[src/rtl/sysctl_pkg.sv]
package sysctl_pkg;
    localparam int DATA_W     = 32;
    localparam int PAGE_SHIFT = 12;
    localparam int BASE_W     = DATA_W - PAGE_SHIFT;
    localparam int STAT_W     = 4;
    localparam int VEC_W      = 8;
    localparam logic [VEC_W-1:0] NM_VECTOR = VEC_W'(7);

    // bit 0 is protection enable, bit 3 task switched
    typedef struct packed {
        logic ts;
        logic em;
        logic mp;
        logic pe;
    } status_t;

    function automatic logic [DATA_W-1:0] status_to_word(input status_t s);
        return {{(DATA_W-STAT_W){1'b0}}, s};
    endfunction

    function automatic logic [DATA_W-1:0] base_to_word(input logic [BASE_W-1:0] b);
        return {b, {PAGE_SHIFT{1'b0}}};
    endfunction
endpackage

[src/rtl/sysctl_status.sv]
module sysctl_status
    import sysctl_pkg::*;
(
    input  logic              clk,
    input  logic              rst,
    input  logic              sw_load,
    input  logic [STAT_W-1:0] sw_data,
    input  logic              full_load,
    input  logic [STAT_W-1:0] full_data,
    input  logic              task_switch,
    output status_t           st_q
);
    status_t st_nxt;

    always_comb begin
        st_nxt = st_q;
        if (full_load) begin
            st_nxt = status_t'(full_data);
        end else if (sw_load) begin
            st_nxt    = status_t'(sw_data);
            st_nxt.pe = st_q.pe | sw_data[0];
        end
        if (task_switch) begin
            st_nxt.ts = 1'b1;
        end
    end

    always_ff @(posedge clk) begin
        if (rst) st_q <= '0;
        else     st_q <= st_nxt;
    end
endmodule

[src/rtl/sysctl_pdb.sv]
module sysctl_pdb
    import sysctl_pkg::*;
(
    input  logic              clk,
    input  logic              rst,
    input  logic              pdb_write,
    input  logic [DATA_W-1:0] pdb_data,
    input  logic              task_switch,
    input  logic [DATA_W-1:0] ts_pdb,
    output logic [BASE_W-1:0] base_q,
    output logic              flush_q
);
    logic [BASE_W-1:0] wr_base;
    logic [BASE_W-1:0] ts_base;
    logic              unused_low;

    assign wr_base    = pdb_data[DATA_W-1:PAGE_SHIFT];
    assign ts_base    = ts_pdb[DATA_W-1:PAGE_SHIFT];
    assign unused_low = ^{pdb_data[PAGE_SHIFT-1:0], ts_pdb[PAGE_SHIFT-1:0]};

    always_ff @(posedge clk) begin
        if (rst) begin
            base_q  <= '0;
            flush_q <= 1'b0;
        end else if (pdb_write) begin
            base_q  <= wr_base;
            flush_q <= 1'b1;
        end else if (task_switch) begin
            base_q  <= ts_base;
            flush_q <= (ts_base != base_q);
        end else begin
            flush_q <= 1'b0;
        end
    end
endmodule

[src/rtl/sysctl_pfa.sv]
module sysctl_pfa
    import sysctl_pkg::*;
(
    input  logic              clk,
    input  logic              rst,
    input  logic              pf_valid,
    input  logic [DATA_W-1:0] pf_fault_addr,
    output logic [DATA_W-1:0] pf_addr_q
);
    always_ff @(posedge clk) begin
        if (rst)           pf_addr_q <= '0;
        else if (pf_valid) pf_addr_q <= pf_fault_addr;
    end
endmodule

[src/rtl/sysctl_trap.sv]
module sysctl_trap
    import sysctl_pkg::*;
(
    input  status_t          st,
    input  logic             esc_op,
    input  logic             wait_op,
    output logic             nm_trap,
    output logic [VEC_W-1:0] trap_vector
);
    logic esc_fault;
    logic wait_fault;

    always_comb begin
        esc_fault   = esc_op & (st.em | st.ts);
        wait_fault  = wait_op & st.mp & st.ts;
        nm_trap     = esc_fault | wait_fault;
        trap_vector = nm_trap ? NM_VECTOR : '0;
    end
endmodule

[src/rtl/sysctl_unit.sv]
module sysctl_unit
    import sysctl_pkg::*;
(
    input  logic              clk,
    input  logic              rst,
    input  logic              sw_load,
    input  logic [STAT_W-1:0] sw_data,
    input  logic              full_load,
    input  logic [DATA_W-1:0] full_data,
    input  logic              task_switch,
    input  logic [DATA_W-1:0] ts_pdb,
    input  logic              pdb_write,
    input  logic [DATA_W-1:0] pdb_data,
    input  logic              pf_valid,
    input  logic [DATA_W-1:0] pf_fault_addr,
    input  logic              esc_op,
    input  logic              wait_op,
    output logic [DATA_W-1:0] status_word,
    output logic [DATA_W-1:0] pdb_q,
    output logic [DATA_W-1:0] pf_addr_q,
    output logic              tlb_flush,
    output logic              nm_trap,
    output logic [VEC_W-1:0]  trap_vector
);
    status_t           st_q;
    logic [BASE_W-1:0] base_q;
    logic              unused_full;

    assign unused_full = ^full_data[DATA_W-1:STAT_W];

    sysctl_status u_status (
        .clk(clk), .rst(rst),
        .sw_load(sw_load), .sw_data(sw_data),
        .full_load(full_load), .full_data(full_data[STAT_W-1:0]),
        .task_switch(task_switch), .st_q(st_q)
    );

    sysctl_pdb u_pdb (
        .clk(clk), .rst(rst),
        .pdb_write(pdb_write), .pdb_data(pdb_data),
        .task_switch(task_switch), .ts_pdb(ts_pdb),
        .base_q(base_q), .flush_q(tlb_flush)
    );

    sysctl_pfa u_pfa (
        .clk(clk), .rst(rst),
        .pf_valid(pf_valid), .pf_fault_addr(pf_fault_addr),
        .pf_addr_q(pf_addr_q)
    );

    sysctl_trap u_trap (
        .st(st_q), .esc_op(esc_op), .wait_op(wait_op),
        .nm_trap(nm_trap), .trap_vector(trap_vector)
    );

    assign status_word = status_to_word(st_q);
    assign pdb_q       = base_to_word(base_q);
endmodule

[config.mk]
export PLATFORM = sky130hd
export DESIGN_NAME = sysctl_unit
export DESIGN_NICKNAME = d
export VERILOG_FILES = /design/src/rtl/sysctl_pkg.sv /design/src/rtl/sysctl_status.sv /design/src/rtl/sysctl_pdb.sv /design/src/rtl/sysctl_pfa.sv /design/src/rtl/sysctl_trap.sv /design/src/rtl/sysctl_unit.sv
export SDC_FILE = /design/constraint.sdc
export NUM_CORES = 1
export LEC_CHECK = 0
export CAP_MARGIN = 20
export CORE_AREA = 2 2 97 99
export CTS_BUF_LIST = sky130_fd_sc_hd__clkbuf_16
export CTS_CLUSTER_DIAMETER = 100
export DETAILED_ROUTE_END_ITERATION = 7
export DIE_AREA = 0 0 99 101
export DONT_BUFFER_PORTS = 1
export GPL_TIMING_DRIVEN = 0
export PLACE_DENSITY = 0.49
export SLEW_MARGIN = 0
export SYNTH_ARGS = -nofsm -noshare
export SYNTH_HDL_FRONTEND = slang
export SYNTH_SLANG_ARGS = --single-unit
[constraint.sdc]
create_clock -name clk -period 1.3 [get_ports clk]
set_input_delay 0.26 -clock clk [delete_from_list [all_inputs] [get_ports clk]]
set_output_delay 0.26 -clock clk [all_outputs]
set_load 0.02 [all_outputs]
==> results of run 1 <==
-- final timing paths --
path	from	to	slack (ns)	cells past startpoint
worst max-delay path	u_status.st_q[2]	trap_vector[0]	-0.14	3
worst min-delay path	pdb_data[27]	u_pdb.base_q[15]	0.09	2
worst max register to register	u_pdb.base_q[16]	u_pdb.flush_q	0.02	4
worst min register to register	u_pfa.pf_addr_q[19]	u_pfa.pf_addr_q[19]	0.61	2
-- critical path: stages, from the launching register on --
cell                      delay (ns)
sky130_fd_sc_hd__dfxtp_4        0.39
sky130_fd_sc_hd__a21oi_4        0.07
sky130_fd_sc_hd__nor2_4         0.23
sky130_fd_sc_hd__buf_6          0.16
-- per-layer routing --
metal / global-route usage, % / part of all wire, % / vias up / wire length (um)
met5: 0 / 0 / - / 0
met4: 5.90 / 1.7 / 0 / 125
met3: 5.20 / 9.5 / 10 / 688
met2: 22.9 / 51 / 110 / 3690
met1: 14.8 / 38 / 945 / 2710
li1: - / - / 1056 / -
-- logic make-up after synthesis --
family | Yosys count | share of synthesized area, %
and+or+nand+nor | 87 | 11.9
buffers and inverters | 68 | 17.5
DFF | 57 | 39.8
muxes | 56 | 19.6
AOI/OAI and AO/OA | 28 | 4.97
xor gates and xnor gates | 20 | 6.11
other | 1 | 0.131
-- final cells by class --
cell class / count / area [um^2]
Tap cell: 111 / 139
Buffer: 67 / 509
Fill cell: 919 / 5390
Clock inverter: 7 / 62.6
Sequential cell: 57 / 1180
Clock buffer: 9 / 225
Multi-Input combinational cell: 236 / 1470
Inverter: 1 / 3.75
-- Yosys cell counts --
cell                        n  share of area, %
sky130_fd_sc_hd__a211oi_1   1              0.26
sky130_fd_sc_hd__a21oi_1   27               4.7
sky130_fd_sc_hd__buf_1      1              0.13
sky130_fd_sc_hd__buf_12     2               1.4
sky130_fd_sc_hd__buf_2      6               1.0
sky130_fd_sc_hd__buf_4     53                14
sky130_fd_sc_hd__buf_6      1              0.39
sky130_fd_sc_hd__clkbuf_1   4              0.52
sky130_fd_sc_hd__conb_1     1              0.13
sky130_fd_sc_hd__dfxtp_1   57                40
sky130_fd_sc_hd__inv_1      1              0.13
sky130_fd_sc_hd__mux2_2     1              0.39
sky130_fd_sc_hd__mux2i_1   55                19
sky130_fd_sc_hd__nand3_1    1              0.17
sky130_fd_sc_hd__nand4_1    4              0.87
sky130_fd_sc_hd__nor2_1    80                10
sky130_fd_sc_hd__nor3_1     1              0.17
sky130_fd_sc_hd__nor4_1     1              0.22
sky130_fd_sc_hd__xnor2_1   19               5.8
sky130_fd_sc_hd__xor2_1     1              0.31
-- registers in the layout, summed over array words and instances (netlist names) --
| name | cells |
|---|---|
| u_pfa.pf_addr_q | 32 |
| u_status.st_q | 4 |
| u_pdb.base_q | 20 |
| u_pdb.flush_q | 1 |
-- through the flow --
stage / setup TNS, ns / hold slack, ns / std cells / setup slack (ns)
after CTS: -0.479 / 0.0732 / 488 / -0.160
after global routing: -0.599 / 0.0818 / 488 / -0.180
after global placement: -0.448 / 0.404 / 472 / -0.228
after floorplan: 0 / 0.399 / 361 / 0.00621
after detailed placement: -0.490 / 0.413 / 472 / -0.229
final: -0.405 / 0.0863 / 488 / -0.135
-- report_power, final --
part / leakage [nW] / total [mW] / internal (mW) / switching [mW]
Clock: 0.140 / 2.27 / 1.46 / 0.806
Sequential: 0.479 / 2.10 / 1.86 / 0.234
Combinational: 1.08 / 0.716 / 0.340 / 0.375
Total: 1.70 / 5.08 / 3.66 / 1.42
-- repair_timing --
| item | CTS | global route |
|---|---|---|
| endpoints found under the setup margin | 5 | 5 |
| hold buffers | 0 | 0 |
| gates resized for setup | 30 | 6 |
| pin swaps | 3 | 3 |
==> metrics, run 1 <==
Worst slew margin 62.6%; RSZ-0062 raised after global routing true; failing checks setup timing; iteration-0 DRC count of the detailed router 76; standard cell core area 8980 um^2; setup fix buffers added after clock tree synthesis 0; maxcap violations 0; final hold violation count 0; clock-pin slew reported for the worst setup and hold paths after clock tree synthesis 0.05 ns; starting density of the core 31.9%; maximum frequency from static timing analysis 697 MHz; actual transition at the worst max-transition pin 0.561 ns; TritonCTS buffer count 9; Hold Crit Class in -> reg; routed length per placed instance 14.8 um; remaining antenna violation count 0; I/O pin count 247; sequential element share of the synthesized area 39.8%; run status finished with violations; horizontal extent of the die 99 um; number of antenna violations at the first check in global routing 0; Max clock buf depth 2; Leakage Power 1.70 nW; power density of the placed cells 1420 nW/um^2; count of warnings emitted by yosys 0; cell area after placement 3170 um^2; total routed wirelength 7.22 mm; first-pass detailed-route iteration total 4; wire length of the first global-routing pass 10.3 mm; layout cells sized above 1 27.1%; WS Path Type reg -> out; count of endpoints failing setup in the final report 3; clock tree from TritonCTS done; kind of end point of the critical path output pin; number of rows in the core area 35; via count of the first global-routing pass 1979; IR drop worst, VDD 789 uV; Worst Path Arrival 1.18 ns; number of instances in the synthesized netlist 317; GRT Residual Overflow 0; Crit Path Max Fanout 4; ANT cells 0; Worst Slack Setup Final -0.135 ns; die outline area 10000 um^2; DRC violations left 0; count of H-tree levels built during CTS 3; CTS root buf sky130_fd_sc_hd__clkbuf_16; height of the die 101 um; post-synth cell types 20; kind of start point of the critical path flip-flop; number of vias per cell after detailed routing 4.35; Final Core Density 39.9%; post-synth design cell area 2870 um^2; Power Total 5.08 mW; time the worst path needs with I/O delays and setup 1.44 ns; largest net degree at the start of global routing 11; final-stage net count 513; GPL Wtd Cong 0.706; Detailed Place HPWL 5.50 mm; required time at the endpoint of the critical path 1.04 ns; most used cells in the layout excluding fill and tap cells sky130_fd_sc_hd__nor2_1, sky130_fd_sc_hd__mux2i_1, sky130_fd_sc_hd__buf_4; post-layout instance area 3580 um^2; flop and latch count out of synthesis 57; via count 2121; aggregate global-route resource usage 13.4%; most common library cell in the layout ignoring fill and taps sky130_fd_sc_hd__nor2_1; count of final max-slew check failures 0; insertion delay of the later-clocked pin in the worst-skew pair 0.32 ns; port bufs 0; Worst Clk Skew 0.00261 ns; area delta synth->final 25.0%; Sinks on Clock Net 57; ratio of final minimum period to clock period 110%; mean area per synthesized cell 9.05 um^2
Power figures use the tool's default switching activity.
==> run 2, diff against run 1 <==
CORE_AREA = not set   (was 2 2 97 99)
CORE_UTILIZATION = 31   (was not set)
CTS_BUF_LIST = sky130_fd_sc_hd__clkbuf_8   (was sky130_fd_sc_hd__clkbuf_16)
DIE_AREA = not set   (was 0 0 99 101)
PLACE_DENSITY = 0.48   (was 0.49)
==> run 2 against run 1 <==
  * The flow finishes with violations (DRC, setup timing)
  * Non-clock buffer count stayed put
  * Combinational power is essentially flat
  * Worst hold slack got worse by 0.022 ns
  * Die area fell by 3.6%
  * Via count up 0.14%
  * Critical endpoint is now trap_vector[2]
==> metrics, run 2 (synthesis gave the netlist of run 1 again) <==
GRT Residual Overflow 0; insertion delay of the later-clocked pin in the worst-skew pair 0.33 ns; aggregate global-route resource usage 15.0%; height of the die 98.2 um; cell family contributing the most delay on the critical path flip-flops; Worst Clk Skew 0.00461 ns; reg2reg setup slack 0.02 ns; largest reg by FF count u_pfa.pf_addr_q; run status finished with violations; number of flip-flops in the largest register 32; setup fix buffers added after clock tree synthesis 0; die outline area 9640 um^2; iteration-0 DRC count of the detailed router 55; kind of end point of the critical path output pin; crit path max-delay cell type sky130_fd_sc_hd__dfxtp_4; most used cells in the layout excluding fill and tap cells sky130_fd_sc_hd__nor2_1, sky130_fd_sc_hd__mux2i_1, sky130_fd_sc_hd__buf_4; beginning of the worst register-to-register path u_pdb.base_q[6]; Worst Slack Setup Final -0.170 ns; required time at the endpoint of the critical path 1.04 ns; number of rows in the core area 34; wire length of the first global-routing pass 11.0 mm; Worst Path Arrival 1.21 ns; ordered cell list for the critical path a21oi_4 -> nor2_4 -> buf_6; maxcap violations 0; number of cells on the critical path 3; via count 2124; ANT cells 0; Leakage Power 1.68 nW; placed cell count 469; slowest cell delay on critical path 0.40 ns; count of final max-slew check failures 0; starting density of the core 32.4%; power density of the placed cells 1270 nW/um^2; setup tns final -0.517 ns; top flop regs u_pfa.pf_addr_q x32, u_pdb.base_q x20, u_status.st_q x4; kind of start point of the critical path flip-flop; via count of the first global-routing pass 2028; ratio of final minimum period to clock period 113%; destination of the critical timing path trap_vector[2]; remaining antenna violation count 0; count of filler cells inserted in the layout 895; storage element area 1190 um^2; failing checks DRC, setup timing; IR drop worst, VDD 400 uV; final hold violation count 0; clock-pin slew reported for the worst setup and hold paths after clock tree synthesis 0.07 ns; time the worst path needs with I/O delays and setup 1.47 ns; first-pass detailed-route iteration total 8; Worst Setup SP u_status.st_q[1]; worst path bufs/invs 1; number of cells on the worst reg-to-reg path 4; number of vias per cell after detailed routing 4.38; standard cell core area 8850 um^2; maximum frequency from static timing analysis 680 MHz; TritonCTS buffer count 9; routed length per placed instance 14.6 um; CTS root buf sky130_fd_sc_hd__clkbuf_8; count of H-tree levels built during CTS 3; layout cells sized above 1 28.1%; I/O pin count 247; Sinks on Clock Net 57; RSZ-0062 raised after global routing true; total routed wirelength 7.08 mm; most common library cell in the layout ignoring fill and taps sky130_fd_sc_hd__nor2_1; area taken by multi-input logic gates 1480 um^2; post-layout instance count excluding filler cells 485; Internal Dissipation 3.12 mW; power spent charging and discharging nets 1.36 mW; endpoint of the worst-slack reg-to-reg timing path u_pdb.flush_q; final-stage net count 513; count of endpoints failing setup in the final report 4; port bufs 0; post-layout instance area 3510 um^2; Detailed Place HPWL 5.31 mm; Max clock buf depth 2; actual transition at the worst max-transition pin 0.603 ns; Worst slew margin 59.8%; worst setup slack before clock tree synthesis -0.302 ns; DRC violations left 15; net switching share of the total power 30.3%; number of cells on the worst hold path 2; clock tree from TritonCTS done; Hold Crit Class in -> reg; WS Path Type reg -> out; GPL Wtd Cong 0.698; area delta synth->final 22.5%; Crit Path Max Fanout 4; largest net degree at the start of global routing 11; Comb power frac 16.0%; horizontal extent of the die 98.2 um; Seq pwr share 46.7%; cell area after placement 3170 um^2; Clock power frac 37.3%; number of antenna violations at the first check in global routing 0
run 2: how the worst min path moves through the flow:
stage / from / endpoint
5_1_grt: pdb_data[27] / u_pdb.base_q[15]
3_5_place_dp: pdb_data[24] / u_pdb.base_q[12]
3_3_place_gp: pdb_data[17] / u_pdb.base_q[5]
2_1_floorplan: pdb_data[25] / u_pdb.base_q[13]
6_report: pdb_data[16] / u_pdb.base_q[4]
4_1_cts: pdb_data[27] / u_pdb.base_q[15]
run 2: area by class of cell:
type                       count  share of cell area, %
tap                          108                   3.85
buffer                        67                   14.5
clock buffer                  10                   3.92
multi-input combinational    236                   42.1
clock inverter                 6                   1.67
sequential                    57                   33.8
inverter                       1                  0.107
run 2: through the flow:
step                hold WS (ns)  util (%)  total power [mW]
finish                    0.0638      39.7              4.48
CTS                       0.0416      39.4              4.54
detailed placement         0.412      35.8              2.81
global placement           0.405      35.8              2.80
global route              0.0540      39.7              4.71
floorplan                  0.399         -              2.71
run 2: what timing repair did:
item,in CTS,in global routing
hold buffers,0,0
pin swaps,3,1
setup endpoints to repair,5,5
gates resized for setup,36,8
run 2: power by group through the flow:
stage	registers [mW]	clock network, mW	logic, mW
detailed placement	2.13	0	0.686
floorplan	2.10	0	0.610
global route	2.11	1.81	0.794
finish	2.09	1.67	0.717
CTS	2.09	1.74	0.715
global placement	2.13	0	0.677
run 2: per-layer routing:
layer / wire (um) / share of wire [%] / vias up / GRT usage [%]
met2: 3460 / 49 / 109 / 24.5
met3: 658 / 9.3 / 13 / 5.01
met4: 174 / 2.5 / 0 / 8.27
met1: 2780 / 39 / 943 / 17.3
met5: 0 / 0 / - / 0
li1: - / - / 1059 / -
